`src/rtl/tx_burst_gate_pkg.sv`:
```
package tx_burst_gate_pkg;
  // Strobes from control to datapath, valid for one cycle each.
  typedef struct packed {
    logic issue;   // launch a burst this edge
    logic load;    // accept a new buffer this edge
    logic credit;  // queue returns space this edge
    logic retire;  // pending request completes this edge
  } gateCtl_t;
endpackage

```
`src/rtl/tx_burst_gate_ctl.sv`:
```
module tx_burst_gate_ctl
  import tx_burst_gate_pkg::*;
(
  input  logic     clk,
  input  logic     rstN,
  input  logic     canLaunch,
  input  logic     bufEmpty,
  input  logic     bufLoad,
  input  logic     qRelease,
  input  logic     reqDone,
  output gateCtl_t ctl,
  output logic     reqValid
);

  logic validQ;

  always_comb begin
    ctl.issue  = canLaunch && !validQ;
    ctl.load   = bufLoad && bufEmpty;
    ctl.credit = qRelease;
    ctl.retire = validQ && reqDone;
  end

  always_ff @(posedge clk) begin
    if (!rstN) begin
      validQ <= 1'b0;
    end else if (ctl.retire) begin
      validQ <= 1'b0;
    end else if (ctl.issue) begin
      validQ <= 1'b1;
    end
  end

  assign reqValid = validQ;

  // a pending request stays up until its completion is seen
  a_r6_hold_until_done: assert property (@(posedge clk) disable iff (!rstN)
    reqValid && !reqDone |=> reqValid);

  // a completion with nothing pending and nothing launchable leaves the channel idle
  a_r10_idle_done: assert property (@(posedge clk) disable iff (!rstN)
    !reqValid && reqDone && !canLaunch |=> !reqValid);

  // a load is never accepted while a buffer is still draining
  a_r8_no_overwrite: assert property (@(posedge clk) disable iff (!rstN)
    !bufEmpty |-> !ctl.load);

endmodule

```
`src/rtl/tx_burst_gate_dp.sv`:
```
module tx_burst_gate_dp
  import tx_burst_gate_pkg::*;
#(
  parameter int BUS_W       = 64,
  parameter int PBL_W       = 6,
  parameter int LEN_W       = 14,
  parameter int ADDR_W      = 32,
  parameter int QUEUE_BYTES = 2048,
  localparam int BUS_BYTES  = BUS_W / 8,
  localparam int BUS_LG     = $clog2(BUS_BYTES),
  localparam int CNT_W      = $clog2(QUEUE_BYTES + 1),
  localparam int BURST_W    = PBL_W + BUS_LG
) (
  input  logic               clk,
  input  logic               rstN,
  input  gateCtl_t           ctl,
  input  logic               reqValid,
  input  logic               reqDone,
  input  logic [PBL_W-1:0]   pbl,
  input  logic [ADDR_W-1:0]  bufAddr,
  input  logic [LEN_W-1:0]   bufLen,
  input  logic               bufEop,
  input  logic [CNT_W-1:0]   qRelBytes,
  output logic               canLaunch,
  output logic               bufEmpty,
  output logic [ADDR_W-1:0]  reqAddr,
  output logic [PBL_W-1:0]   reqBeats,
  output logic [BURST_W-1:0] reqBytes,
  output logic               reqLast,
  output logic [CNT_W-1:0]   freeBytes,
  output logic [PBL_W-1:0]   descBeats
);

  localparam int W1       = (BURST_W > LEN_W) ? BURST_W : LEN_W;
  localparam int CMP_W    = ((W1 > CNT_W) ? W1 : CNT_W) + 1;
  localparam int DESC_RAW = 128 / BUS_W;

  logic [LEN_W-1:0]   remQ;
  logic [ADDR_W-1:0]  addrQ;
  logic               eopQ;
  logic [CNT_W-1:0]   freeQ;
  logic [ADDR_W-1:0]  reqAddrQ;
  logic [PBL_W-1:0]   reqBeatsQ;
  logic [BURST_W-1:0] reqBytesQ;
  logic               reqLastQ;

  logic [PBL_W-1:0]   pblEff;
  logic [CMP_W-1:0]   burstBytes;
  logic [CMP_W-1:0]   remWide;
  logic [CMP_W-1:0]   thr;
  logic [CMP_W-1:0]   beatsWide;
  logic [CMP_W-1:0]   freeNext;

  // Effective burst length: a zero setting counts as one beat.
  assign pblEff     = (pbl == '0) ? PBL_W'(1) : pbl;
  assign burstBytes = CMP_W'(pblEff) << BUS_LG;
  assign remWide    = CMP_W'(remQ);
  assign thr        = (remWide < burstBytes) ? remWide : burstBytes;

  generate
    if (BUS_LG == 0) begin : g_byteBus
      assign beatsWide = thr;
    end else begin : g_wideBus
      assign beatsWide = (thr + CMP_W'(BUS_BYTES - 1)) >> BUS_LG;
    end
  endgenerate

  generate
    if (DESC_RAW <= 1) begin : g_descOne
      assign descBeats = PBL_W'(1);
    end else begin : g_descCap
      assign descBeats = (CMP_W'(pblEff) < CMP_W'(DESC_RAW)) ? pblEff : PBL_W'(DESC_RAW);
    end
  endgenerate

  assign bufEmpty  = (remQ == '0);
  assign canLaunch = !bufEmpty && (CMP_W'(freeQ) >= thr);

  always_comb begin
    freeNext = CMP_W'(freeQ);
    if (ctl.issue)  freeNext = freeNext - thr;
    if (ctl.credit) freeNext = freeNext + CMP_W'(qRelBytes);
  end

  always_ff @(posedge clk) begin
    if (!rstN) begin
      remQ      <= '0;
      addrQ     <= '0;
      eopQ      <= 1'b0;
      freeQ     <= CNT_W'(QUEUE_BYTES);
      reqAddrQ  <= '0;
      reqBeatsQ <= '0;
      reqBytesQ <= '0;
      reqLastQ  <= 1'b0;
    end else begin
      freeQ <= CNT_W'(freeNext);
      if (ctl.load) begin
        remQ  <= bufLen;
        addrQ <= bufAddr;
        eopQ  <= bufEop;
      end else if (ctl.issue) begin
        remQ      <= remQ - LEN_W'(thr);
        addrQ     <= addrQ + ADDR_W'(thr);
        reqAddrQ  <= addrQ;
        reqBeatsQ <= PBL_W'(beatsWide);
        reqBytesQ <= BURST_W'(thr);
        reqLastQ  <= eopQ && (thr == remWide);
      end
    end
  end

  assign reqAddr   = reqAddrQ;
  assign reqBeats  = reqBeatsQ;
  assign reqBytes  = reqBytesQ;
  assign reqLast   = reqLastQ;
  assign freeBytes = freeQ;

  // a launched burst always fits in the space reported before launch
  a_r2_fits_queue: assert property (@(posedge clk) disable iff (!rstN)
    ctl.issue |=> (CMP_W'(reqBytesQ) <= CMP_W'($past(freeQ))));

  // beats cover the bytes with less than one beat to spare
  a_r3_beats_cover: assert property (@(posedge clk) disable iff (!rstN)
    reqValid |-> (reqBeatsQ != '0)
              && ((CMP_W'(reqBeatsQ) << BUS_LG) >= CMP_W'(reqBytesQ))
              && (((CMP_W'(reqBeatsQ) - 1) << BUS_LG) < CMP_W'(reqBytesQ)));

  // the buffer pointer sits just past the burst that was launched
  a_r4_addr_advance: assert property (@(posedge clk) disable iff (!rstN)
    ctl.issue |=> (addrQ == reqAddrQ + ADDR_W'(reqBytesQ)));

  // request fields are frozen while it waits for completion
  a_r6_fields_stable: assert property (@(posedge clk) disable iff (!rstN)
    reqValid && !reqDone |=> $stable(reqAddrQ) && $stable(reqBeatsQ) && $stable(reqBytesQ));

  // free space never exceeds the queue size
  a_r7_no_overflow: assert property (@(posedge clk) disable iff (!rstN)
    CMP_W'(freeQ) <= CMP_W'(QUEUE_BYTES));

  // descriptor burst is at least one beat and never exceeds the burst length
  a_r9_desc_range: assert property (@(posedge clk) disable iff (!rstN)
    (descBeats != '0) && (descBeats <= pblEff));

endmodule

```
`src/rtl/tx_burst_gate.sv`:
```
module tx_burst_gate
  import tx_burst_gate_pkg::*;
#(
  parameter int BUS_W       = 64,
  parameter int PBL_W       = 6,
  parameter int LEN_W       = 14,
  parameter int ADDR_W      = 32,
  parameter int QUEUE_BYTES = 2048,
  localparam int BUS_LG     = $clog2(BUS_W / 8),
  localparam int CNT_W      = $clog2(QUEUE_BYTES + 1),
  localparam int BURST_W    = PBL_W + BUS_LG
) (
  input  logic               clk,
  input  logic               rstN,
  input  logic [PBL_W-1:0]   pbl,
  input  logic               bufLoad,
  input  logic [ADDR_W-1:0]  bufAddr,
  input  logic [LEN_W-1:0]   bufLen,
  input  logic               bufEop,
  input  logic               qRelease,
  input  logic [CNT_W-1:0]   qRelBytes,
  input  logic               reqDone,
  output logic               reqValid,
  output logic [ADDR_W-1:0]  reqAddr,
  output logic [PBL_W-1:0]   reqBeats,
  output logic [BURST_W-1:0] reqBytes,
  output logic               reqLast,
  output logic [CNT_W-1:0]   freeBytes,
  output logic [PBL_W-1:0]   descBeats
);

  gateCtl_t ctl;
  logic     canLaunch;
  logic     bufEmpty;

  tx_burst_gate_ctl u_ctl (
    .clk       (clk),
    .rstN      (rstN),
    .canLaunch (canLaunch),
    .bufEmpty  (bufEmpty),
    .bufLoad   (bufLoad),
    .qRelease  (qRelease),
    .reqDone   (reqDone),
    .ctl       (ctl),
    .reqValid  (reqValid)
  );

  tx_burst_gate_dp #(
    .BUS_W       (BUS_W),
    .PBL_W       (PBL_W),
    .LEN_W       (LEN_W),
    .ADDR_W      (ADDR_W),
    .QUEUE_BYTES (QUEUE_BYTES)
  ) u_dp (
    .clk       (clk),
    .rstN      (rstN),
    .ctl       (ctl),
    .reqValid  (reqValid),
    .reqDone   (reqDone),
    .pbl       (pbl),
    .bufAddr   (bufAddr),
    .bufLen    (bufLen),
    .bufEop    (bufEop),
    .qRelBytes (qRelBytes),
    .canLaunch (canLaunch),
    .bufEmpty  (bufEmpty),
    .reqAddr   (reqAddr),
    .reqBeats  (reqBeats),
    .reqBytes  (reqBytes),
    .reqLast   (reqLast),
    .freeBytes (freeBytes),
    .descBeats (descBeats)
  );

endmodule

```
`config.mk`:
```
export PLATFORM = sky130hd
export DESIGN_NAME = tx_burst_gate
export DESIGN_NICKNAME = d
export VERILOG_FILES = /design/src/rtl/tx_burst_gate_pkg.sv /design/src/rtl/tx_burst_gate_ctl.sv /design/src/rtl/tx_burst_gate_dp.sv /design/src/rtl/tx_burst_gate.sv
export SDC_FILE = /design/constraint.sdc
export NUM_CORES = 1
export LEC_CHECK = 0
export BUFFER_PORTS_ARGS = -buffer_cell sky130_fd_sc_hd__buf_2
export CORE_ASPECT_RATIO = 0.6
export CORE_MARGIN = 3
export CORE_UTILIZATION = 30
export DETAILED_ROUTE_END_ITERATION = 6
export GPL_TIMING_DRIVEN = 1
export MAX_ROUTING_LAYER = met4
export PLACE_DENSITY = 0.6
export REMOVE_ABC_BUFFERS = 1
export SYNTH_ARGS = -nofsm -noshare
export SYNTH_HDL_FRONTEND = slang
export SYNTH_SLANG_ARGS = --single-unit
```
`constraint.sdc`:
```
create_clock -name clk -period 7.61 [get_ports clk]
set_input_delay 0.761 -clock clk [delete_from_list [all_inputs] [get_ports clk]]
set_output_delay 0.761 -clock clk [all_outputs]
set_load 0.1 [all_outputs]
```
==> run_results.csv, run 1 <==
group,metric,value,unit
critical_path,rrSetupSlack,1210,ps
critical_path,worstSetupPathType,"in2reg",
place,gp_congestion,0.9271,
finish,fillers,2299,
synthesis,yosysTopAreaCellShare,31.92,%
synthesis,ys_ff_latch,108,
pwr,seqPwrFrac,20.4,%
clock_tree,h-tree-depth,3,
critical_path,crit_family,"compound AO/OA/AOI/OAI gates",
clock_tree,clk_pin_slew,80,ps
clock_tree,ctsHoldBuffers,0,
pwr,combPwrFrac,68.7,%
global_routing,antenna_found_initial,0,
critical_path,rr_endpoint,"u_dp.freeBytes[11]",
pwr,switchingPower,0.002370,W
clock_tree,cts-root-buf,"clkbuf_16",
pwr,p_clk_share,10.9,%
timing,period_minus_slack,6454,ps
synthesis,yosysTopAreaCell,"dfxtp_1",
synthesis,synthTopCellsByCount,"149 x nand2_1, 108 x dfxtp_1, 101 x a21oi_1",
critical_path,arrival,6710,ps
timing,worstMarginPinSlew,914.7,ps
synthesis,yosysSeqAreaShare,31.92,%
die,dieWidth,200.0,um
synthesis,syn_area,6774,um^2
outcome,outcome,"complete, no violations",
place,port_buffers,132,
critical_path,cp.required,7860,ps
clock_tree,cts_buffers,9,
timing,slew_headroom,39.02,%
drt,num_vias,6573,
timing,final_hold_viol_count,0,
synthesis,yosysMostFrequentCell,"nand2_1",
synthesis,synth_cells,864,
pwr,swShare,55.39,%
drt,viasPerCell,5.107,
synthesis,synthFlopType,"dfxtp_1",
critical_path,end_kind,"register",
place,dp_slack,822.4,ps
min_path,worstHoldPathCells,2,
min_path,hp-class,"reg2reg",
timing,fmax,154.9,MHz
clock_tree,cts_tree,"built",
critical_path,crit_buf_inv,5,
global_routing,grt_pass1_vias,5896,
finish,post_route_cells_drive_above_1_share,18.76,%
die,die_area,24480,um^2
critical_path,cp-start-kind,"input pin",
global_routing,grt_use_total,18.13,%
synthesis,syn_avg_cell_area,7.840,um^2
pwr,peakVddDrop,0.2867,mV
synthesis,synth_warnings,0,
timing,worst_slack,1156,ps
timing,report.final.slew_viol_count,0,
global_routing,grt_max_degree,87,
place,dp_hpwl,16.53,mm
critical_path,max_stage_delay,470,ps
clock_tree,cts.path.max_buffers,2,
timing,setup_viol,0,
critical_path,slowest_stage,"o41ai_2",
timing,rsz0062_at_grt,"no",
clock_tree,insertion_delay,360,ps
die,io_pins,137,
global_routing,grt_pass1_wl,33.38,mm
die,die_h,122.4,um
drt,wl_per_cell,17.07,um
pwr,p_leak,3.337,nW
drt,routed_wl,21.96,mm
timing,fin_worst_skew,9.188,ps
finish,nets,1104,
finish,syn_to_final_growth,17.93,%
critical_path,timing.rr.start,"u_dp.remQ[6]",
global_routing,grt-ovfl-total,0,
pwr,p_per_area,535.5,nW/um^2
timing,period_share,84.81,%
synthesis,synth_edf_count,0,
clock_tree,clkSinkCount,108,
drt,drc,0,
clock_tree,cts_resized,0,
die,start_util,31.37,%
drt,detail-route-antenna-nets,0,
critical_path,worst-r2r-cell-count,26,
timing,fin_tns_setup,0,ps
clock_tree,postCtsSetupBuffers,0,
synthesis,synthTopCellsByArea,"dfxtp_1 32%, ha_1 9.2%, nand2_1 8.3%",
die,core_area,21600,um^2
drt,drtIter0Drc,597,
synthesis,async_flop_share,0,%
finish,diodes,0,
critical_path,path_max_fanout,33,
pwr,p_int,0.001908,W
die,placementRows,41,
min_path,min_from,"u_dp.reqBeats[1]",
synthesis,synth.distinct_cells,71,
flow_run,max_cap_viol_count,0,
drt,first_pass_iters,5,
min_path,hold_end,"u_dp.reqBeats[1]",
-- how the worst max path moves through the flow --
stage / endpoint / depth (start not counted) / start / slack (ps)
after CTS: u_dp.freeBytes[11] / 28 / pbl[5] / 1200
final: u_dp.freeBytes[11] / 28 / pbl[5] / 1160
after floorplan: u_dp.freeBytes[11] / 21 / pbl[2] / -380
after global routing: u_dp.freeBytes[11] / 28 / pbl[5] / 680
after detailed placement: u_dp.freeBytes[11] / 28 / pbl[5] / 820
after global placement: u_dp.freeBytes[11] / 28 / pbl[5] / 960
-- flip-flops by register name, summed over array words and instances, names as in the netlist --
register	flops
u_dp.addrQ	32
u_dp.reqBeats	6
u_dp.reqLast	1
u_ctl.reqValid	1
u_dp.reqBytes	9
u_dp.freeBytes	12
u_dp.remQ	14
u_dp.reqAddr	32
u_dp.eopQ	1
-- through the flow --
stage          util [%]  power (W)  cells  area (um^2)  hold WS, ps
2_1_floorplan         -   0.003070    823         6550        436.7
3_3_place_gp      35.69   0.003758   1271         7709        438.2
3_5_place_dp      35.69   0.003773   1271         7709        441.1
4_1_cts           36.99   0.004257   1287         7989        451.3
5_1_grt           36.99   0.004590   1287         7989        480.1
6_report          36.99   0.004278   1287         7989        448.8
-- worst reg2reg max path, cell delays in order, from the launching register on --
cell,delay (ps)
dfxtp_1,500
ha_1,310
a21o_1,190
a31oi_1,270
o31ai_4,180
nor2_4,380
and2_1,250
ha_1,180
inv_1,60
fa_1,410
nand3_1,120
a21oi_1,110
o41ai_2,470
a21o_2,230
buf_4,290
buf_4,400
nand2_1,100
nand2_1,90
ha_1,260
o21ai_0,90
nor2_1,90
o41a_1,370
a211oi_1,350
a21oi_1,140
xor2_1,170
a211oi_1,240
a21oi_1,60
-- final cells by class --
class / instances / area, um^2 / area share, %
tap: 301 / 376.6 / 4.714
clock buffer: 12 / 256.5 / 3.211
timing repair buffer: 147 / 773.2 / 9.679
inverter: 26 / 97.59 / 1.222
clock inverter: 4 / 23.77 / 0.2976
sequential: 108 / 2162 / 27.06
multi-input combinational: 689 / 4299 / 53.81
-- routing by layer --
layer	vias to the layer above	track usage, %	wire length (um)
met2	240	22.69	8019
met3	13	5.652	2014
met4	0	2.308	142
met5	-	-	0
li1	3324	-	-
met1	2996	28.29	11790
-- cells by family after synthesis --
family                   Yosys count  share of synthesized area [%]
AO/OA/AOI/OAI                    250                          23.68
AND/OR/NAND/NOR                  322                          21.96
adder cells (fa/ha/maj)           53                          10.12
multiplexers                      11                          1.681
flip-flops                       108                          31.92
XOR/XNOR                          40                          5.172
other                              2                         0.1109
buffers and inverters             78                          5.356
-- cell usage in the layout (no fill, tap or decap), types with 4 or more instances in the layout --
master     instances
xor2_1            22
and3_1             9
a21oi_1          101
a31oi_1            5
nor3_1            25
o21ai_1           12
buf_4             15
nor2b_1            5
a211oi_1          26
conb_1            13
or3_1              8
nor2_1            63
dfxtp_1          108
o311ai_0           4
mux2i_1            8
o211ai_1           6
o2111ai_1          4
clkbuf_16          9
xnor2_1           18
o21a_1            10
nand2b_1           5
o21ai_0           26
nand3_1           16
or2_2              4
nor4_1             4
a22oi_1           12
ha_1              50
a21o_1             6
and2_1             5
a221oi_1           6
nand4_1           13
nand2_1          149
o31a_1             4
buf_2            132
inv_1             24
-- power groups by stage --
stage / Combinational, W / Sequential [W] / Clock [W]
after global placement: 0.00288 / 0.000881 / 0
after global routing: 0.00319 / 0.000900 / 0.000499
final: 0.00294 / 0.000874 / 0.000464
after CTS: 0.00291 / 0.000872 / 0.000479
after detailed placement: 0.00289 / 0.000883 / 0
after floorplan: 0.00171 / 0.00136 / 0
Power figures use the tool's default switching activity.
==> run 2, diff against run 1 <==
==> constraint.sdc (replaced) <==
create_clock -name clk -period 6.55 [get_ports clk]
set_input_delay 0.655 -clock clk [delete_from_list [all_inputs] [get_ports clk]]
set_output_delay 0.655 -clock clk [all_outputs]
set_load 0.1 [all_outputs]
==> run 2 against run 1 <==
Utilization is 0.12 points higher. Worst setup slack worse by 700 ps. Critical path type unchanged. Sequential share of layout area fell by 0.089 points. First-iteration DRC count shrank 16%. Sequential power is 16% higher. Critical endpoint is now u_dp.freeBytes[10]. Count of clock-buffer cells in the layout did not move. Worst hold slack got worse by 1.7 ps.
==> run_results.csv, run 2 (synthesis gave the netlist of run 1 again) <==
group,metric,value,unit
clock_tree,clk_pin_slew,70,ps
timing,worstMarginPinSlew,815.4,ps
global_routing,grt_use_total,17.76,%
timing,fin_worst_skew,9.465,ps
critical_path,max_stage_delay,500,ps
global_routing,grt-ovfl-total,0,
clock_tree,cts_tree,"built",
critical_path,worstSetupPathType,"in2reg",
min_path,hp-class,"reg2reg",
global_routing,grt_max_degree,65,
drt,routed_wl,21.60,mm
clock_tree,h-tree-depth,3,
critical_path,cp.required,6760,ps
timing,period_share,92.98,%
die,dieWidth,200.0,um
die,die_h,122.4,um
die,placementRows,41,
finish,fillers,2318,
place,port_buffers,132,
timing,final_hold_viol_count,0,
pwr,p_leak,3.348,nW
pwr,p_per_area,617.9,nW/um^2
drt,detail-route-antenna-nets,0,
drt,num_vias,6614,
timing,period_minus_slack,6090,ps
drt,viasPerCell,5.119,
global_routing,grt_pass1_wl,33.14,mm
critical_path,end_kind,"register",
finish,nets,1109,
timing,slew_headroom,45.51,%
pwr,peakVddDrop,0.2851,mV
finish,mostFrequentLayoutCell,"nand2_1",
die,start_util,31.37,%
finish,layout_common_cells,"149 x nand2_1, 132 x buf_2, 108 x dfxtp_1, 101 x a21oi_1, 63 x nor2_1",
drt,wl_per_cell,16.72,um
drt,drtIter0Drc,501,
critical_path,cp-start-kind,"input pin",
timing,report.final.slew_viol_count,0,
clock_tree,cts.path.max_buffers,2,
critical_path,path_max_fanout,18,
clock_tree,insertion_delay,360,ps
finish,syn_to_final_growth,18.32,%
clock_tree,cts_buffers,9,
clock_tree,cts-root-buf,"clkbuf_16",
finish,diodes,0,
finish,finalInstanceArea,8015,um^2
timing,holdWs,447.1,ps
timing,fmax,164.2,MHz
outcome,outcome,"complete, no violations",
clock_tree,ctsHoldBuffers,0,
global_routing,grt_pass1_vias,5957,
drt,drc,0,
place,dpl-instance-area,7724,um^2
critical_path,arrival,6300,ps
critical_path,critPathMostFrequentCell,"ha_1",
pwr,report.power.total,0.004952,W
die,core_area,21600,um^2
drt,first_pass_iters,5,
place,gp_congestion,0.8738,
place,dp_hpwl,16.29,mm
finish,post_route_cells_drive_above_1_share,18.97,%
critical_path,slowest_stage,"o41ai_1",
flow_run,max_cap_viol_count,0,
timing,rsz0062_at_grt,"no",
die,die_area,24480,um^2
die,io_pins,137,
clock_tree,clkSinkCount,108,
global_routing,antenna_found_initial,0,
timing,setup_viol,0,
-- run 2: cell types whose count changed in the layout (fill, tap and decap cells not counted), sizes merged --
cell / before / now
buf: 147 / 152
clkinv: 5 / 4
clkinvlp: 0 / 1
-- run 2: path summary, 6_finish.rpt --
path              slack, ps  depth (start not counted)              from            endpoint
hold reg to reg         450                          2  u_dp.reqBeats[2]    u_dp.reqBeats[2]
setup reg to reg        520                         23      u_dp.remQ[6]  u_dp.freeBytes[10]
hold / removal          450                          2  u_dp.reqBeats[2]    u_dp.reqBeats[2]
setup / recovery        460                         27            pbl[5]  u_dp.freeBytes[10]
-- run 2: through the flow --
step	setup WS, ps	utilization, %	std cells	setup TNS, ps
after floorplan	-1331	-	823	-25520
after global placement	107.4	35.76	1273	0
after detailed placement	-11.18	35.76	1273	-11.18
after CTS	316.2	36.98	1289	0
after global routing	178.5	37.11	1292	0
final	459.9	37.11	1292	0
-- run 2: power by group --
part	switching [W]	internal, W	total (W)
Clock	0.000257	0.000259	0.000515
Combinational	0.00230	0.00113	0.00343
Sequential	0.000171	0.000837	0.00101
Total	0.00273	0.00223	0.00495
-- run 2: layout make-up --
| class | count | area (um^2) | area share [%] |
|---|---|---|---|
| multi-input cells | 689 | 4305 | 53.72 |
| flip-flops and latches | 108 | 2162 | 26.97 |
| repair buffers | 152 | 810.8 | 10.12 |
| well taps | 301 | 376.6 | 4.699 |
| clock buffers | 12 | 236.5 | 2.950 |
| inverters | 26 | 97.59 | 1.218 |
| clock inverters | 4 | 26.28 | 0.3278 |
-- run 2: layer usage --
metal | up-vias | part of all wire, % | wire length, um | global-route usage (%)
li1 | 3320 | - | - | -
met1 | 3076 | 55 | 11930 | 28.47
met3 | 9 | 6.9 | 1496 | 4.115
met2 | 209 | 37 | 8066 | 22.41
met5 | - | 0 | 0 | -
met4 | 0 | 0.48 | 104 | 2.134
-- run 2: repair_timing --
| item | CTS | global route |
|---|---|---|
| buffers inserted | 0 | 3 |
| resized for setup | 0 | 1 |
| setup endpoints to repair | 0 | 2 |
-- run 2: critical path, delay by kind of cell --
| kind | cells | cell delay (ps) |
|---|---|---|
| fa+ha+maj | 4 | 1320 |
| simple gates | 7 | 1090 |
| mux | 1 | 160 |
| xor+xnor | 1 | 170 |
| compound gates | 10 | 2320 |
| buf+inv | 4 | 580 |
